==> config.mk <==
export PLATFORM = sky130hd
export DESIGN_NAME = link_rate_seq
export DESIGN_NICKNAME = d
export VERILOG_FILES = /design/src/rtl/lrs_pkg.sv /design/src/rtl/lrs_timer.sv /design/src/rtl/lrs_bus_master.sv /design/src/rtl/link_rate_seq.sv
export SDC_FILE = /design/constraint.sdc
export NUM_CORES = 1
export LEC_CHECK = 0
export BUFFER_PORTS_ARGS = -buffer_cell sky130_fd_sc_hd__buf_4
export CAP_MARGIN = 20
export CORE_MARGIN = 1.5
export CORE_UTILIZATION = 50
export CTS_BUF_LIST = sky130_fd_sc_hd__clkbuf_2 sky130_fd_sc_hd__clkbuf_4 sky130_fd_sc_hd__clkbuf_8
export CTS_CLUSTER_DIAMETER = 200
export DETAILED_ROUTE_END_ITERATION = 10
export GPL_TIMING_DRIVEN = 0
export PLACE_DENSITY = 0.77
export SLEW_MARGIN = 5
export SYNTH_ARGS = -nofsm -noshare
export SYNTH_HDL_FRONTEND = slang
export SYNTH_SLANG_ARGS = --single-unit
==> constraint.sdc <==
create_clock -name clk -period 2.94 [get_ports clk]
set_input_delay 0.588 -clock clk [delete_from_list [all_inputs] [get_ports clk]]
set_output_delay 0.588 -clock clk [all_outputs]
set_load 0.05 [all_outputs]
==> src/rtl/lrs_pkg.sv <==
package lrs_pkg;
  localparam int REG_W = 32;

  // status register fields
  localparam int ST_SPD_LSB = 16;
  localparam int ST_WID_LSB = 20;
  // private control register power-state enables
  localparam int PV_L0S_BIT = 7;
  localparam int PV_L1_BIT  = 8;
  // data-link manager safe timing bit
  localparam int DL_SAFE_BIT = 2;
  // link config register fields
  localparam int CF_BUSY_BIT = 4;
  localparam int CF_DIR_W    = 4;
  localparam int CF_RATE_LSB = 18;
  localparam int CF_TXW_LSB  = 20;

  typedef enum logic [1:0] {
    RES_OK       = 2'd0,
    RES_INVALID  = 2'd1,
    RES_TIMEOUT  = 2'd2,
    RES_MISMATCH = 2'd3
  } res_e;

  function automatic logic onehot_req(input logic [2:0] oh);
    return (oh == 3'b001) || (oh == 3'b010) || (oh == 3'b100);
  endfunction

  function automatic logic [3:0] speed_code(input logic [2:0] oh);
    case (oh)
      3'b001:  return 4'd1;
      3'b010:  return 4'd2;
      3'b100:  return 4'd3;
      default: return 4'd0;
    endcase
  endfunction

  // rate cap encoding runs opposite to the speed code
  function automatic logic [1:0] rate_field(input logic [3:0] code);
    case (code)
      4'd2:    return 2'd1;
      4'd3:    return 2'd0;
      default: return 2'd2;
    endcase
  endfunction

  function automatic logic [2:0] txw_field(input logic [5:0] lanes);
    case (lanes)
      6'd2:    return 3'd6;
      6'd4:    return 3'd5;
      6'd8:    return 3'd4;
      6'd16:   return 3'd0;
      default: return 3'd7;
    endcase
  endfunction

  function automatic logic cfg_settled(input logic [REG_W-1:0] w);
    return !w[CF_BUSY_BIT] && (w[CF_DIR_W-1:0] == '0);
  endfunction
endpackage

==> src/rtl/lrs_timer.sv <==
module lrs_timer #(
  parameter int unsigned LIMIT = 1000
) (
  input  logic clk,
  input  logic rst,
  input  logic restart,
  output logic expired
);
  localparam int CNT_W = $clog2(LIMIT + 1);
  localparam logic [CNT_W-1:0] LIM = CNT_W'(LIMIT);

  logic [CNT_W-1:0] cnt;

  always_ff @(posedge clk) begin
    if (rst || restart) cnt <= '0;
    else if (cnt != LIM) cnt <= cnt + 1'b1;
  end

  assign expired = (cnt == LIM);

  assert_timer_cap_R5: assert property (@(posedge clk) disable iff (rst)
    (cnt == LIM) && !restart |=> (cnt == LIM));
endmodule

==> src/rtl/lrs_bus_master.sv <==
module lrs_bus_master #(
  parameter int ADDR_W = 16,
  parameter int DATA_W = 32
) (
  input  logic              clk,
  input  logic              rst,
  input  logic              go,
  input  logic              go_we,
  input  logic [ADDR_W-1:0] go_addr,
  input  logic [DATA_W-1:0] go_wdata,
  output logic              resp_valid,
  output logic [DATA_W-1:0] resp_data,
  output logic              bus_req,
  output logic              bus_we,
  output logic [ADDR_W-1:0] bus_addr,
  output logic [DATA_W-1:0] bus_wdata,
  input  logic              bus_ack,
  input  logic [DATA_W-1:0] bus_rdata
);
  always_ff @(posedge clk) begin
    if (rst) begin
      bus_req    <= 1'b0;
      bus_we     <= 1'b0;
      bus_addr   <= '0;
      bus_wdata  <= '0;
      resp_valid <= 1'b0;
      resp_data  <= '0;
    end else begin
      resp_valid <= 1'b0;
      if (bus_req) begin
        if (bus_ack) begin
          bus_req    <= 1'b0;
          resp_valid <= 1'b1;
          resp_data  <= bus_rdata;
        end
      end else if (go) begin
        bus_req   <= 1'b1;
        bus_we    <= go_we;
        bus_addr  <= go_addr;
        bus_wdata <= go_wdata;
      end
    end
  end

  assert_req_hold_R11: assert property (@(posedge clk) disable iff (rst)
    bus_req && !bus_ack |=> bus_req && $stable(bus_addr) && $stable(bus_we)
                            && $stable(bus_wdata));
endmodule

==> src/rtl/link_rate_seq.sv <==
module link_rate_seq #(
  parameter int unsigned CLK_FREQ_HZ    = 250_000_000,
  parameter int unsigned TIMEOUT_CYCLES = CLK_FREQ_HZ / 2,
  parameter int unsigned MAX_RETRY      = 10,
  parameter int          ADDR_W         = 16,
  parameter int unsigned STAT_ADDR      = 'h0088,
  parameter int unsigned PRIV_ADDR      = 'h0150,
  parameter int unsigned DLM_ADDR       = 'h0400,
  parameter int unsigned CFG_ADDR       = 'h0440
) (
  input  logic              clk,
  input  logic              rst,
  input  logic              req_valid,
  input  logic [2:0]        req_speed,
  output logic              busy,
  output logic              done,
  output logic [1:0]        result,
  output logic              fatal,
  output logic              bus_req,
  output logic              bus_we,
  output logic [ADDR_W-1:0] bus_addr,
  output logic [31:0]       bus_wdata,
  input  logic              bus_ack,
  input  logic [31:0]       bus_rdata
);
  import lrs_pkg::*;

  localparam int RETRY_W = $clog2(MAX_RETRY + 1);
  localparam logic [RETRY_W-1:0] RETRY_LIM = RETRY_W'(MAX_RETRY);
  localparam logic [ADDR_W-1:0] A_STAT = ADDR_W'(STAT_ADDR);
  localparam logic [ADDR_W-1:0] A_PRIV = ADDR_W'(PRIV_ADDR);
  localparam logic [ADDR_W-1:0] A_DLM  = ADDR_W'(DLM_ADDR);
  localparam logic [ADDR_W-1:0] A_CFG  = ADDR_W'(CFG_ADDR);

  typedef enum logic [4:0] {
    S_IDLE, S_RD_STAT, S_RD_PRIV, S_WR_PRIV, S_RD_DLM, S_WR_DLM,
    S_POLL_IDLE, S_RD_WIDTH, S_WR_CFG, S_CHK_CFG, S_ISSUE, S_POLL_DONE,
    S_RD_RESULT, S_FALLBACK, S_RST_DLM, S_RD_PRIV2, S_WR_PRIV2, S_DONE
  } st_e;

  st_e               state;
  logic              issued;
  logic [3:0]        target;
  logic [1:0]        saved_pm;      // {L1, L0s}
  logic [REG_W-1:0]  saved_dlm;
  logic [REG_W-1:0]  word_q;
  logic [REG_W-1:0]  cfg_q;
  logic [RETRY_W-1:0] retry_cnt;
  res_e              res_q;
  logic              dropped;
  logic              done_q, fatal_q;
  logic              tmr_restart, tmr_expired;

  logic              acc, acc_we;
  logic [ADDR_W-1:0] acc_addr;
  logic [REG_W-1:0]  acc_wdata;
  logic              resp_valid;
  logic [REG_W-1:0]  rd;

  // access issued in each state
  always_comb begin
    acc = 1'b1; acc_we = 1'b0; acc_addr = A_CFG; acc_wdata = '0;
    case (state)
      S_RD_STAT, S_RD_WIDTH, S_RD_RESULT: acc_addr = A_STAT;
      S_RD_PRIV, S_RD_PRIV2:              acc_addr = A_PRIV;
      S_RD_DLM:                           acc_addr = A_DLM;
      S_POLL_IDLE, S_CHK_CFG, S_POLL_DONE: acc_addr = A_CFG;
      S_WR_PRIV: begin
        acc_we = 1'b1; acc_addr = A_PRIV; acc_wdata = word_q;
        acc_wdata[PV_L0S_BIT] = 1'b1;
        acc_wdata[PV_L1_BIT]  = 1'b1;
      end
      S_WR_PRIV2: begin
        acc_we = 1'b1; acc_addr = A_PRIV; acc_wdata = word_q;
        acc_wdata[PV_L0S_BIT] = saved_pm[0];
        acc_wdata[PV_L1_BIT]  = saved_pm[1];
      end
      S_WR_DLM: begin
        acc_we = 1'b1; acc_addr = A_DLM; acc_wdata = saved_dlm;
        acc_wdata[DL_SAFE_BIT] = 1'b1;
      end
      S_RST_DLM: begin
        acc_we = 1'b1; acc_addr = A_DLM; acc_wdata = saved_dlm;
      end
      S_WR_CFG, S_FALLBACK: begin
        acc_we = 1'b1; acc_wdata = cfg_q;
      end
      S_ISSUE: begin
        acc_we = 1'b1;
        acc_wdata = {cfg_q[REG_W-1:CF_DIR_W], 4'h1};
      end
      default: acc = 1'b0;
    endcase
  end

  lrs_bus_master #(.ADDR_W(ADDR_W), .DATA_W(REG_W)) u_bus (
    .clk(clk), .rst(rst),
    .go(acc && !issued), .go_we(acc_we), .go_addr(acc_addr), .go_wdata(acc_wdata),
    .resp_valid(resp_valid), .resp_data(rd),
    .bus_req(bus_req), .bus_we(bus_we), .bus_addr(bus_addr), .bus_wdata(bus_wdata),
    .bus_ack(bus_ack), .bus_rdata(bus_rdata)
  );

  lrs_timer #(.LIMIT(TIMEOUT_CYCLES)) u_tmr (
    .clk(clk), .rst(rst), .restart(tmr_restart), .expired(tmr_expired)
  );

  always_ff @(posedge clk) begin
    if (rst) begin
      state <= S_IDLE; issued <= 1'b0; target <= '0; saved_pm <= '0;
      saved_dlm <= '0; word_q <= '0; cfg_q <= '0; retry_cnt <= '0;
      res_q <= RES_OK; dropped <= 1'b0; done_q <= 1'b0; fatal_q <= 1'b0;
      tmr_restart <= 1'b0;
    end else begin
      done_q      <= 1'b0;
      fatal_q     <= 1'b0;
      tmr_restart <= 1'b0;
      if (acc && !issued) issued <= 1'b1;
      if (resp_valid) issued <= 1'b0;

      case (state)
        S_IDLE: if (req_valid) begin
          dropped <= 1'b0;
          if (!onehot_req(req_speed)) begin
            res_q <= RES_INVALID;
            state <= S_DONE;
          end else begin
            target <= speed_code(req_speed);
            state  <= S_RD_STAT;
          end
        end
        S_DONE: begin
          done_q  <= 1'b1;
          fatal_q <= dropped;
          state   <= S_IDLE;
        end
        default: if (resp_valid) begin
          case (state)
            S_RD_STAT:
              if (rd[ST_SPD_LSB +: 4] == target) begin
                res_q <= RES_OK; state <= S_DONE;
              end else state <= S_RD_PRIV;
            S_RD_PRIV: begin
              word_q   <= rd;
              saved_pm <= {rd[PV_L1_BIT], rd[PV_L0S_BIT]};
              state    <= S_WR_PRIV;
            end
            S_WR_PRIV: state <= S_RD_DLM;
            S_RD_DLM: begin saved_dlm <= rd; state <= S_WR_DLM; end
            S_WR_DLM: begin tmr_restart <= 1'b1; state <= S_POLL_IDLE; end
            S_POLL_IDLE:
              if (&rd) begin
                dropped <= 1'b1; res_q <= RES_MISMATCH; state <= S_RST_DLM;
              end else if (cfg_settled(rd)) begin
                cfg_q <= rd; state <= S_RD_WIDTH;
              end else if (tmr_expired) begin
                res_q <= RES_TIMEOUT; state <= S_RST_DLM;
              end
            S_RD_WIDTH: begin
              cfg_q[CF_RATE_LSB +: 2] <= rate_field(target);
              cfg_q[CF_TXW_LSB +: 3]  <= txw_field(rd[ST_WID_LSB +: 6]);
              tmr_restart <= 1'b1;
              state <= S_WR_CFG;
            end
            S_WR_CFG: state <= S_CHK_CFG;
            S_CHK_CFG:
              if (rd == cfg_q) begin
                retry_cnt <= '0; state <= S_ISSUE;
              end else if (tmr_expired) begin
                res_q <= RES_TIMEOUT; state <= S_RST_DLM;
              end else state <= S_WR_CFG;
            S_ISSUE: begin tmr_restart <= 1'b1; state <= S_POLL_DONE; end
            S_POLL_DONE:
              if (&rd) begin
                dropped <= 1'b1; res_q <= RES_MISMATCH; state <= S_RST_DLM;
              end else if (cfg_settled(rd)) begin
                cfg_q <= rd; state <= S_RD_RESULT;
              end else if (tmr_expired) begin
                res_q <= RES_TIMEOUT; state <= S_RST_DLM;
              end
            S_RD_RESULT:
              if (rd[ST_SPD_LSB +: 4] == target) begin
                res_q <= RES_OK; state <= S_RST_DLM;
              end else if (retry_cnt < RETRY_LIM) begin
                retry_cnt <= retry_cnt + 1'b1; state <= S_ISSUE;
              end else begin
                cfg_q[CF_RATE_LSB +: 2] <= rate_field(rd[ST_SPD_LSB +: 4]);
                res_q <= RES_MISMATCH;
                state <= S_FALLBACK;
              end
            S_FALLBACK: state <= S_RST_DLM;
            S_RST_DLM:  state <= S_RD_PRIV2;
            S_RD_PRIV2: begin word_q <= rd; state <= S_WR_PRIV2; end
            S_WR_PRIV2: state <= S_DONE;
            default:    state <= S_IDLE;
          endcase
        end
      endcase
    end
  end

  assign busy   = (state != S_IDLE);
  assign done   = done_q;
  assign result = res_q;
  assign fatal  = fatal_q;

  assert_done_pulse_R12: assert property (@(posedge clk) disable iff (rst)
    done |=> !done);
  assert_fatal_with_done_R10: assert property (@(posedge clk) disable iff (rst)
    fatal |-> done && (result == 2'd3));
  assert_retry_bound_R8: assert property (@(posedge clk) disable iff (rst)
    retry_cnt <= RETRY_LIM);
  assert_idle_quiet_R11: assert property (@(posedge clk) disable iff (rst)
    !busy |-> !bus_req);
endmodule

## Word-level counts from Yosys, hierarchy flattened

Index checks and enable logic that the tools add are counted.

- Div/mod/pow operators: 0
- Eq/ne operators: 44
- $mul: 0
- $lt $le $gt $ge: 1
- Reductions and logical operators: 46
- Add/subtract/negate cells: 2
- Muxes and demuxes: 56
- Shift-type cells: 0
- Bitwise logic cells: 5

Operators with widths:

| cell | number |
|---|---|
| $pmux W32 S6 | 1 |
| $pmux W5 S16 | 1 |
| $mux W23 | 2 |
| $mux W5 | 9 |
| $eq A5 B4 Y1 const B | 8 |
| $pmux W11 S3 | 1 |
| $eq A32 B32 Y1 | 1 |
| $reduce_and A32 Y1 | 1 |
| $add A27 B1 Y27 const B | 1 |
| $eq A27 B27 Y1 const B | 1 |
| $ne A27 B27 Y1 const B | 1 |
| $mux W2 | 12 |
| $eq A5 B3 Y1 const B | 4 |
| $eq A4 B2 Y1 const B | 4 |
| $reduce_or A16 Y1 | 1 |
| $reduce_and A5 Y1 | 3 |
| $ne A2 B2 Y1 const B | 7 |
| $reduce_or A2 Y1 | 7 |
| $mux W1 | 12 |
| $mux W3 | 4 |
| $mux W4 | 3 |
| $pmux W2 S2 | 3 |
| $pmux W2 S3 | 2 |
| $pmux W3 S4 | 1 |
| other kinds (39) | 64 |

- Output and inout bits: 55
- Word-level logic and storage cells: 177
- Register bits after elaboration: 228
- Latch bits: 0
- Memory bits (read-only): 0
- Memory bits (writable): 0
- Memories kept: 0

## Longest topological paths before layout

- Word-level depth: 7
- Mapped depth: 10
- Mapped depth without buffers: 8

## Hierarchy

Synthesis repeated with hierarchy kept, for this count alone.

- Cell total of the unflattened synthesis: 1,305
- Area, all modules: 11,250.8 µm²

Modules (own cells, without submodules):

| module | times used | area each (µm²) | cells each |
|---|---|---|---|
| link_rate_seq | 1 | 6,097.1 | 767 |
| lrs_bus_master | 1 | 3,792.4 | 375 |
| lrs_timer | 1 | 1,361.3 | 163 |

## Least setup slack after synthesis

OpenSTA, ideal clock, no wires.

- Kind: reg2reg
- From: register state[2]
- To: register u_bus.bus_wdata[3]
- Slack: 0.560 ns
- Stages on the path, launching flop included: 9
- Arrival time: 2.243 ns
- Setup time: 0.137 ns
- Path buffers: 2
- Path through: dfxtp_1 or3_1 buf_2 nor2_1 xor2_1 or3_1 o41ai_4 buf_2 a211oi_1

- Longest elaborated chain between the ends: 5

Ends and longest elaborated chain:

| element | line | RTL |
|---|---|---|
| from (decl) | link_rate_seq.sv:41 | `st_e state;` |
| from (signal assigned) | link_rate_seq.sv:110 | `state <= S_IDLE; issued <= 1'b0; target <= '0; saved_pm <= '0;` |
| from (signal assigned) | link_rate_seq.sv:126 | `state <= S_DONE;` |
| from (signal assigned) | link_rate_seq.sv:129 | `state <= S_RD_STAT;` |
| $eq A5 B4 Y1, or another cell as far along | link_rate_seq.sv:63 | `case (state)` |
| $reduce_or A16 Y1 (no source line) | -- |  |
| $mux W1 | link_rate_seq.sv:63 |  |
| $logic_and A1 B1 Y1 | link_rate_seq.sv:98 | `.go(acc && !issued), .go_we(acc_we), .go_addr(acc_addr), .go_wdata(acc_wdata),` |
| $reduce_and A2 Y1 (no source line) | -- |  |
| to (signal assigned) | lrs_bus_master.sv:40 | `bus_wdata <= go_wdata;` |
| to (decl) | lrs_bus_master.sv:16 | `output logic [DATA_W-1:0] bus_wdata,` |

Several ways; a longest one is shown, not always the timed one.
A chain may end at the register's enable or synchronous reset.

## Worst setup path in the final report

- From: register state[2]
- To: register u_bus.bus_wdata[27]

The elaborated chain is that of the path after synthesis.

==> flow_summary.json <==
{
  "arrival_ns": 3.24,
  "finClkSkew_ns": 0.009614,
  "internal-power_uw": 5988,
  "ios": 94,
  "dieArea_mm2": 0.01967,
  "hold_buffers": 0,
  "die_h_um": 140.2,
  "hold_class": "input port to register",
  "seq_area_frac_synth": 0.4507,
  "p_switching_uw": 4215,
  "final_cells": 1531,
  "cts_root_buffer": "clkbuf_8",
  "worst_pin_slew_ns": 0.8320,
  "rsz0062_at_grt": "true",
  "cap_violations": 0,
  "synth_area_mm2": 0.009417,
  "synth_common_cells": "dfxtp_1 (212), nand2_1 (206), a21oi_1 (119)",
  "syn2layout_area_growth_pct": 18.88,
  "grt_use_total": 0.2995,
  "clkLatencyLatePin_ns": 0.54,
  "numPortBuffers": 83,
  "syn_avg_cell_area_um2": 8.246,
  "cp.required_ns": 3.31,
  "antenna_found_initial": 0,
  "nFillCells": 1624,
  "synthArstFlopShare": 0,
  "placed_cells": 1468,
  "netlist-cell-type-count": 65,
  "dieWidth_um": 140.2,
  "clockPowerShare": 0.279,
  "power_frac_comb": 0.373,
  "critPathCaptureType": "register",
  "startpoint_type": "register",
  "whs_ns": 0.2588,
  "synthCells": 1142,
  "post-route-util": 0.6025,
  "synth.top_cell.area_share": 0.4507,
  "seqPwrFrac": 0.348,
  "power.density_mw_per_mm2": 911.4,
  "core_mm2": 0.01858,
  "place_congestion": 0.9643,
  "cts_tree": "yes",
  "crit_type": "register to register",
  "vias": 9248,
  "p_leak_uw": 0.003982,
  "fmax_ghz": 0.3481,
  "irDropWorstVdd_mv": 0.7208,
  "setup_viol": 0,
  "cts_max_path_buffers": 3,
  "switching_share": 0.4131,
  "clk_pin_slew_worst_paths_ns": 0.06,
  "relSlewSlack": 0.4402,
  "drive_gt1_frac": 0.1449,
  "gr-total-overflow": 0,
  "cp_max_fo": 10,
  "fin_crit_sh": 0.9772,
  "grt_pass1_wl_um": 46490,
  "ant_nets": 0,
  "hold_viol_final": 0,
  "synth_seq_cells": 212,
  "yosys_warnings": 0,
  "cts_max_level": 2,
  "drt-pass1-iter-count": 9,
  "wl_per_cell_um": 19.27,
  "routed_wl_um": 29510,
  "drv_slew": 0,
  "finalSetupTns_ns": 0,
  "seq_area_mm2": 0.004244,
  "drc_errors": 0,
  "power_uw": 10200,
  "synth_edf_count": 0,
  "multiInputGateArea_mm2": 0.004732,
  "numCtsBuffers": 36,
  "yosysMostFrequentCell": "dfxtp_1",
  "antenna_cells": 0,
  "synth.area.top_cells": "dfxtp_1 (45%), nand2_1 (8.2%), a21oi_1 (6.3%)",
  "grt_max_degree": 11,
  "fin_nets": 1316,
  "synth_largest_area_cell": "dfxtp_1",
  "drtIter0Drc": 1238,
  "synthFlopType": "dfxtp_1",
  "status": "completed",
  "start_util": 0.5068,
  "vias_per_cell": 6.040,
  "fin_crit_ns": 2.873,
  "first_global_vias": 8628,
  "hpwl_um": 20470,
  "rows": 50,
  "numClockSinks": 212
}
cell families after synthesis:
| group | Yosys count | share of synthesized area |
|---|---|---|
| adders and majority gates | 3 | 0.003987 |
| AOI/OAI and AO/OA | 292 | 0.2125 |
| and+or+nand+nor | 449 | 0.2134 |
| xor gates and xnor gates | 64 | 0.05953 |
| muxes | 6 | 0.006644 |
| other | 1 | 0.0003982 |
| DFF | 212 | 0.4507 |
| buffers and inverters | 115 | 0.05288 |
path summary, 6_finish.rpt:
path                                                  from                          endpoint  slack [ns]  cells past startpoint
worst max-delay path                 state[2]$_SDFFE_PP0P_  u_bus.bus_wdata[27]$_SDFFE_PP0P_        0.07                      7
worst min-delay path                          bus_rdata[4]   u_bus.resp_data[4]$_SDFFE_PP0P_        0.26                      2
worst max register to register       state[2]$_SDFFE_PP0P_  u_bus.bus_wdata[27]$_SDFFE_PP0P_        0.07                      7
worst min register to register  saved_dlm[14]$_SDFFE_PP0P_        saved_dlm[14]$_SDFFE_PP0P_        0.45                      2
critical path: stages (launching register included):
cell,delay [ns]
dfxtp_1,0.40
or3_1,0.37
buf_2,0.16
nor2_1,0.26
xor2_1,0.22
nor3_4,0.51
clkbuf_1,0.56
a211oi_1,0.21
power by group through the flow:
| stage | sequential, uW | combinational, uW | clock (uW) |
|---|---|---|---|
| 2_1_floorplan | 4470 | 1610 | 0 |
| 3_3_place_gp | 3580 | 3650 | 0 |
| 3_5_place_dp | 3590 | 3680 | 0 |
| 4_1_cts | 3540 | 3730 | 2880 |
| 5_1_grt | 3590 | 4020 | 3010 |
| 6_report | 3550 | 3810 | 2850 |
per-layer routing:
layer | global-route usage | share of wire | up-vias | routed length, um
li1 | - | - | 4295 | -
met1 | 0.4126 | 0.42 | 4292 | 12340
met2 | 0.4581 | 0.44 | 559 | 12940
met3 | 0.06359 | 0.10 | 102 | 3093
met4 | 0.1208 | 0.038 | 0 | 1135
met5 | 0 | 0 | - | 0
cell usage in the layout, fill, tap and decap left out, types with 11 or more instances in the layout:
cell type / instances
nand4_1: 25
nand2_1: 206
o21ai_0: 18
dfxtp_1: 212
buf_4: 97
xor2_1: 22
a21oi_1: 119
a211oi_1: 40
buf_2: 11
a222oi_1: 29
clkbuf_8: 49
clkbuf_1: 68
a22o_1: 33
nor3_1: 16
nor2_1: 111
xnor2_1: 42
nand3_1: 25
stage by stage:
| step | area [um^2] | worst slack (ns) |
|---|---|---|
| after CTS | 11170 | 0.02105 |
| after floorplan | 9450 | 0.5598 |
| after global placement | 10370 | -0.1474 |
| final | 11190 | 0.06701 |
| after detailed placement | 10370 | -0.1512 |
| after global routing | 11190 | -0.07204 |
area by class of cell:
| class | instances | area share |
|---|---|---|
| Multi-Input combinational cell | 824 | 0.4227 |
| Sequential cell | 212 | 0.3791 |
| Clock inverter | 8 | 0.006930 |
| Clock buffer | 53 | 0.06293 |
| Buffer | 104 | 0.04147 |
| Tap cell | 234 | 0.02615 |
| Inverter | 11 | 0.003688 |
| Timing Repair Buffer | 85 | 0.05700 |
registers in the layout, summed over array words and instances, names as in the netlist, 2 cells and up:
name	cells
word_q	30
u_bus.resp_data	32
u_tmr.cnt	27
u_bus.bus_wdata	32
saved_pm	2
result	2
state	5
retry_cnt	4
cfg_q	32
target	2
saved_dlm	32
u_bus.bus_addr	4
timing repair:
| action | CTS | global route |
|---|---|---|
| setup buffers | 2 | 0 |
| gates cloned | 0 | 0 |
| resized for setup | 2 | 14 |
| setup endpoints to repair | 32 | 23 |
| endpoints found under the hold margin | 0 | 0 |
| pin swaps | 1 | 0 |
Note: power is estimated with default switching activity, not from simulation.
